## src/rtl/evt_int_pkg.sv

```systemverilog
package evt_int_pkg;
  localparam int NUM_EVT = 6;
  localparam int SEL_W   = 3;

  typedef enum logic [SEL_W-1:0] {
    SRC_NONE    = 3'd0,
    SRC_ZERO    = 3'd1,
    SRC_PERIOD  = 3'd2,
    SRC_ZOR_PRD = 3'd3,
    SRC_A_RISE  = 3'd4,
    SRC_A_FALL  = 3'd5,
    SRC_B_RISE  = 3'd6,
    SRC_B_FALL  = 3'd7
  } src_e;

  // strobe bit positions
  localparam int EV_ZERO   = 0;
  localparam int EV_PERIOD = 1;
  localparam int EV_A_RISE = 2;
  localparam int EV_A_FALL = 3;
  localparam int EV_B_RISE = 4;
  localparam int EV_B_FALL = 5;
endpackage

```

## src/rtl/evt_src_mux.sv

```systemverilog
module evt_src_mux
  import evt_int_pkg::*;
(
  input  logic [NUM_EVT-1:0] evt_strobe,
  input  logic [SEL_W-1:0]   src_sel,
  output logic               evt_hit
);
  always_comb begin
    unique case (src_e'(src_sel))
      SRC_NONE:    evt_hit = 1'b0;
      SRC_ZERO:    evt_hit = evt_strobe[EV_ZERO];
      SRC_PERIOD:  evt_hit = evt_strobe[EV_PERIOD];
      SRC_ZOR_PRD: evt_hit = evt_strobe[EV_ZERO] | evt_strobe[EV_PERIOD];
      SRC_A_RISE:  evt_hit = evt_strobe[EV_A_RISE];
      SRC_A_FALL:  evt_hit = evt_strobe[EV_A_FALL];
      SRC_B_RISE:  evt_hit = evt_strobe[EV_B_RISE];
      SRC_B_FALL:  evt_hit = evt_strobe[EV_B_FALL];
      default:     evt_hit = 1'b0;
    endcase
  end
endmodule

```

## src/rtl/evt_divider.sv

```systemverilog
module evt_divider #(
  parameter int CNT_W = 2
) (
  input  logic             clk,
  input  logic             rst,
  input  logic             evt_hit,
  input  logic             int_en,
  input  logic [CNT_W-1:0] div_sel,
  input  logic             flag_clr,
  output logic             irq_flag,
  output logic             irq_pulse
);
  localparam int EXT_W = CNT_W + 1;

  logic [CNT_W-1:0] cnt_q;
  logic [EXT_W-1:0] cnt_inc;
  logic             active;
  logic             reach;
  logic             fire;

  assign active  = int_en && (div_sel != '0);
  assign cnt_inc = {1'b0, cnt_q} + EXT_W'(1);
  assign reach   = active && evt_hit && (cnt_inc >= {1'b0, div_sel});
  // a clear in the same cycle frees the slot for a new firing
  assign fire    = reach && (!irq_flag || flag_clr);

  always_ff @(posedge clk) begin
    if (rst) begin
      cnt_q     <= '0;
      irq_flag  <= 1'b0;
      irq_pulse <= 1'b0;
    end else begin
      irq_pulse <= fire;
      irq_flag  <= fire | (irq_flag & ~flag_clr);
      if (!active)
        cnt_q <= '0;
      else if (evt_hit) begin
        if (fire)
          cnt_q <= '0;
        else if (reach)
          cnt_q <= div_sel;          // saturate while pending
        else
          cnt_q <= cnt_inc[CNT_W-1:0];
      end
    end
  end
endmodule

```

## src/rtl/evt_int_prescaler.sv

```systemverilog
module evt_int_prescaler
  import evt_int_pkg::*;
#(
  parameter int CNT_W = 2
) (
  input  logic               clk,
  input  logic               rst,
  input  logic [NUM_EVT-1:0] evt_strobe,
  input  logic [SEL_W-1:0]   src_sel,
  input  logic               int_en,
  input  logic [CNT_W-1:0]   div_sel,
  input  logic               flag_clr,
  output logic               irq_flag,
  output logic               irq_pulse
);
  logic evt_hit;

  evt_src_mux u_mux (
    .evt_strobe (evt_strobe),
    .src_sel    (src_sel),
    .evt_hit    (evt_hit)
  );

  evt_divider #(.CNT_W(CNT_W)) u_div (
    .clk       (clk),
    .rst       (rst),
    .evt_hit   (evt_hit),
    .int_en    (int_en),
    .div_sel   (div_sel),
    .flag_clr  (flag_clr),
    .irq_flag  (irq_flag),
    .irq_pulse (irq_pulse)
  );
endmodule

```

## config.mk

```make
export PLATFORM = sky130hd
export DESIGN_NAME = evt_int_prescaler
export DESIGN_NICKNAME = d
export VERILOG_FILES = /design/src/rtl/evt_int_pkg.sv /design/src/rtl/evt_src_mux.sv /design/src/rtl/evt_divider.sv /design/src/rtl/evt_int_prescaler.sv
export SDC_FILE = /design/constraint.sdc
export NUM_CORES = 1
export LEC_CHECK = 0
export ABC_AREA = 1
export CAP_MARGIN = 20
export CORE_AREA = 2 2 39 41
export DETAILED_ROUTE_END_ITERATION = 16
export DIE_AREA = 0 0 41 43
export PLACE_DENSITY = 0.61
export RECOVER_POWER = 50
export SKIP_LAST_GASP = 1
export SYNTH_ARGS = -nofsm -noshare
export SYNTH_HDL_FRONTEND = slang
export SYNTH_SLANG_ARGS = --single-unit
```

## constraint.sdc

```tcl
create_clock -name clk -period 3.15 [get_ports clk]
set_clock_uncertainty 0.15 [all_clocks]
set_input_delay 0.315 -clock clk [delete_from_list [all_inputs] [get_ports clk]]
set_output_delay 0.315 -clock clk [all_outputs]
set_load 0.005 [all_outputs]
```

After elaboration in Yosys (flattened, before gate mapping)
Cells that the tools add are included.
{"block": "classes", "div_mod_pow": 0, "shifts": 0, "multipliers": 0, "bitwise_logic": 5, "n_addsub": 1, "magnitude_cmp": 1, "muxes": 3, "n_reduce_logical": 9, "n_eq_ne": 7}
{"cell": "$eq 3x3->1 const B", "n": 4}
{"cell": "$pmux 1 s8", "n": 1}
{"cell": "$eq 3x2->1 const B", "n": 2}
{"cell": "$logic_and 1x1->1", "n": 4}
{"cell": "$mux 2", "n": 2}
{"cell": "$add 2x1->3 const B", "n": 1}
{"cell": "$eq 3x1->1 const B", "n": 1}
{"cell": "$ge 3x2->1", "n": 1}
{"cell": "$logic_not 3->1", "n": 1}
{"cell": "$not 1->1", "n": 2}
{"cell": "$or 1x1->1", "n": 2}
{"cell": "$reduce_bool 2->1", "n": 1}
{"cell": "$reduce_or 2->1", "n": 1}
{"cell": "$and 1x1->1", "n": 1}
{"cell": "$logic_not 1->1", "n": 1}
{"cell": "$logic_or 1x1->1", "n": 1}
{"block": "totals", "latch_bits": 0, "ram_bits": 0, "register_bits": 4, "romBits": 0, "memories": 0}

Logic depth before layout (Yosys ltp)
{"block": "logic_depth", "word_depth": 6, "mapped_depth": 10, "ltp_nobuf": 10}

By module
A second synthesis with hierarchy kept.
{"block": "hier_totals", "cells_unflattened": 62, "area_unflattened_um2": 369.1}
{"module": "evt_divider", "seq_area_each_um2": 80.1, "instances": 1, "area_per_inst_um2": 270.3, "cells_per_inst": 39}
{"module": "evt_src_mux", "seq_area_each_um2": 0.0, "instances": 1, "area_per_inst_um2": 98.8, "cells_per_inst": 23}

Least setup slack after synthesis
No wires, ideal clock.
{"block": "synth_timing", "path_type": "flip-flop to flip-flop", "from": "register u_div.cnt_q[0]", "to": "register u_div.cnt_q[0]", "path_slack_ns": 1.350, "t_required_ns": 2.884, "setup_ns": 0.116, "stages_incl_launch_ff": 11, "synth_period_minus_slack_ns": 1.800, "arrival_ns": 1.535, "cell_sequence": "dfxtp_1 inv_1 fa_1 nor2_1 nand2_1 a21oi_2 nand3_2 nand2_1 nand2_1 nand2_1 a21oi_1"}
{"block": "synth_between", "elab_chain_len": 5, "word_cells_on_any_way": 6, "classes_between": "add/sub (1); order compare (1); mux (2); reduce/logical (2)"}
{"item": "start, declared", "line_no": "evt_divider.sv:15", "rtl": "logic [CNT_W-1:0] cnt_q;"}
{"item": "start signal, assigned", "line_no": "evt_divider.sv:41", "rtl": "cnt_q <= div_sel;"}
{"item": "start signal, assigned", "line_no": "evt_divider.sv:43", "rtl": "cnt_q <= cnt_inc[CNT_W-1:0];"}
{"item": "$add 2x1->3 *", "line_no": "evt_divider.sv:22", "rtl": "assign cnt_inc = {1'b0, cnt_q} + EXT_W'(1);"}
{"item": "$ge 3x2->1", "line_no": "evt_divider.sv:23", "rtl": "assign reach = active && evt_hit && (cnt_inc >= {1'b0, div_sel});"}
{"item": "$logic_and 1x1->1", "line_no": "evt_divider.sv:23"}
{"item": "$mux 2 or $logic_and 1x1->1 (tied branches)", "line_no": "evt_divider.sv:40, evt_divider.sv:25"}
{"item": "$mux 2 *", "line_no": "evt_divider.sv:38", "rtl": "if (fire)"}
Mark *: on every way between the ends. The rest lies on a longest branch, timed or not.
A chain may end at the register's enable or synchronous reset.

Worst setup path in the final report
{"block": "layout_timing", "from": "input div_sel[1]", "to": "register u_div.cnt_q[1]"}
{"block": "layout_between", "elab_chain_len": 6, "word_cells_on_any_way": 10, "classes_between": "order compare (1); mux (2); bitwise (1); reduce/logical (6)"}
{"item": "start, declared", "line_no": "evt_int_prescaler.sv:11", "rtl": "input logic [CNT_W-1:0] div_sel,"}
{"item": "branches (longest 6 deep; another with $ge 3x2->1)"}
Several ways; the timed one is not identified.

==> metrics.csv <==
metric,value,unit
CP Max Fanout,4,
Initial Util,0.241,
top-area cell type share of the netlist area,0.240,
Final setup viols,0,
CTS Root Cell,clkbuf_4,
Logic pwr share,0.291,
Static Leak,0.245,nW
Most used DFF post-synth,dfxtp_1,
list of most frequent post-synthesis cells,"nand2_1 (17), inv_1 (8), a21oi_1 (4), dfxtp_1 (4)",
pre-CTS setup slack,0.823,ns
DIE AREA,1760,sq um
pwr dens,310,nW/um^2
GR Overflow Total,0,
critical path's slowest cell,fa_1,
Crit. End Element,flip-flop,
Crit Path Category,in2reg,
Crit path top cell by count,nand2_1,
Worst Hold End,u_div.cnt_q[1],
"EDFF count, synth",0,
most numerous cell in the Yosys netlist,nand2_1,
worst path arrival time,2.14,ns
vias per cell,4.33,
post-synthesis register bit count,4,
synth warn,0,
DPL Wire Length,617,um
crit path launch type,input pin,
dominant cell type by area after synthesis,dfxtp_1,
final hold violations,0,
fmax,463,MHz
first-pass GRT wire length,1300,um
Synth Net Count,68,
RSZ-0062 raised after global routing,no,
post-layout min period,2.16,ns
Worst Tran Pin Value,0.366,ns
largest cells by area after synthesis,"dfxtp_1 (24%), nand2_1 (19%), inv_1 (9.0%), ha_1 (7.5%), a21oi_1 (6.0%)",
Min Hold Slack,0.331,ns
fraction of final layout cells sized beyond drive strength 1,0.130,
Row Count,14,
final worst slack,0.990,ns
I/O Buffers,16,
Routed WL,665,um
"Reg clk slew, reported paths",0.04,ns
Max-slew headroom,0.756,
Hold Crit Depth,2,
Reg2Reg Launch Point,u_div.cnt_q[0],
largest net degree at the start of global routing,5,
async set-reset flop share out of synthesis,0,
max-slew violations,0,
via count,368,
HP Start,u_div.cnt_q[1],
outcome,"complete, no violations",
first drt pass iteration count,2,
count of hold-fix buffers inserted at cts,0,
post-synthesis sequential area ratio,0.240,
DRT antenna net count,0,
reg2reg setup slack,1.11,ns
Clock H-tree levels,1,
CTS tree,built,
drt wl/cell,7.82,um
Mapped Avg Cell Area,6.68,sq um
worst r2r dst,u_div.cnt_q[1],
Skew-Pair Late Insertion Delay,0.24,ns
Max Root-Sink Buffers,2,
Pint,0.123,mW
die width,41,um
Antenna Cells,0,
Mapped Cells,50,
initial antenna violation count,0,
"Area growth, synth to finish",59.6,%
clk sink count,4,
Boundary Pins,17,
Util after Layout,0.385,
final period utilization,0.686,
net count reported at finish,89,
switching share of power,0.257,
GP Congestion,0.659,
Net Sw Power,0.0425,mW
Clk pwr share,0.381,
Worst VDD drop,0.249,mV
Sum Neg Setup Slack,0,ns
die height,43,um
vias in the first global route,358,
Post-route DRC,0,
Reg power frac,0.329,
synth unique cells,17,
crit path cell chain,clkdlybuf4s50_1 -> fa_1 -> nor2_1 -> nand2_1 -> a21oi_1 -> nand3_2 -> nand2_1 -> nand2_1 -> nand2_1 -> a21oi_1,
postcts setup bufs,0,
Worst EP required,3.13,ns
Hold Crit Class,reg2reg,
Post-Syn Area,334,sq um
depth of the most critical reg-to-reg path,10,
# Max-Cap Violations,0,
CORE AREA,1380,sq um
CP max stage delay,0.48,ns
post-CTS sizing,0,
TritonCTS buffer count,3,
starting DRC count in detailed routing,1,
global-route usage over all layers,0.110,
-- logic make-up after synthesis --
| kind of cell | after synthesis | share of synthesized area |
|---|---|---|
| fa+ha+maj | 3 | 0.135 |
| buf+inv | 9 | 0.101 |
| simple gates | 27 | 0.397 |
| compound gates | 7 | 0.127 |
| flops | 4 | 0.240 |
-- sequential cells by signal, summed over array words and instances (netlist names) --
register	flops
u_div.irq_pulse	1
u_div.irq_flag	1
u_div.cnt_q	2
-- power by group through the flow --
stage	combinational, mW	clock (mW)	sequential, mW
after global routing	0.0555	0.0701	0.0546
after CTS	0.0503	0.0658	0.0544
after detailed placement	0.0501	0	0.0552
after floorplan	0.0243	0	0.0551
after global placement	0.0498	0	0.0552
final	0.0481	0.0629	0.0543
-- through the flow --
step                power (mW)  instance area (sq um)  instances
floorplan               0.0794                    334         50
finish                   0.165                    533         85
detailed placement       0.105                    514         82
global placement         0.105                    514         82
CTS                      0.171                    537         85
global route             0.180                    533         85
-- worst max path at each step --
stage | start | end | slack (ns) | cells after the start
floorplan | u_div.cnt_q[0] | u_div.cnt_q[0] | 1.35 | 10
global placement | div_sel[1] | u_div.cnt_q[1] | 0.85 | 10
detailed placement | div_sel[1] | u_div.cnt_q[1] | 0.82 | 10
CTS | div_sel[1] | u_div.cnt_q[1] | 1.07 | 10
global route | div_sel[1] | u_div.cnt_q[0] | 0.84 | 9
finish | div_sel[1] | u_div.cnt_q[1] | 0.99 | 10
-- area by class of cell --
class	count	area [sq um]
clock buffers	3	22.5
fillers	149	851
inverters	9	33.8
multi-input cells	37	216
flip-flops and latches	4	80.1
well taps	16	20.0
repair buffers	16	160
-- worst max-delay path: cells and delay by family --
kind | cells | cell delay [ns]
simple gates | 6 | 0.50
fa+ha+maj | 1 | 0.48
buf+inv | 1 | 0.47
compound gates | 2 | 0.36
-- cells in the final DEF (no fill, tap or decap), types with 2 or more instances in the layout --
cell type,Yosys,layout
clkdlybuf4s50_1,0,14
dlygate4sd3_1,0,2
clkbuf_4,0,3
nand4_1,2,2
inv_1,8,8
a21oi_1,4,5
ha_1,2,2
dfxtp_1,4,4
nand3_2,2,2
nand2_1,17,17
-- per-layer routing --
layer	wire length, um	vias up	global-route usage
met5	0	-	0
met4	0	0	0.0200
met3	35	0	0.0785
met2	361	10	0.159
met1	268	160	0.129
li1	-	198	-
(Power assumes the default switching activity.)
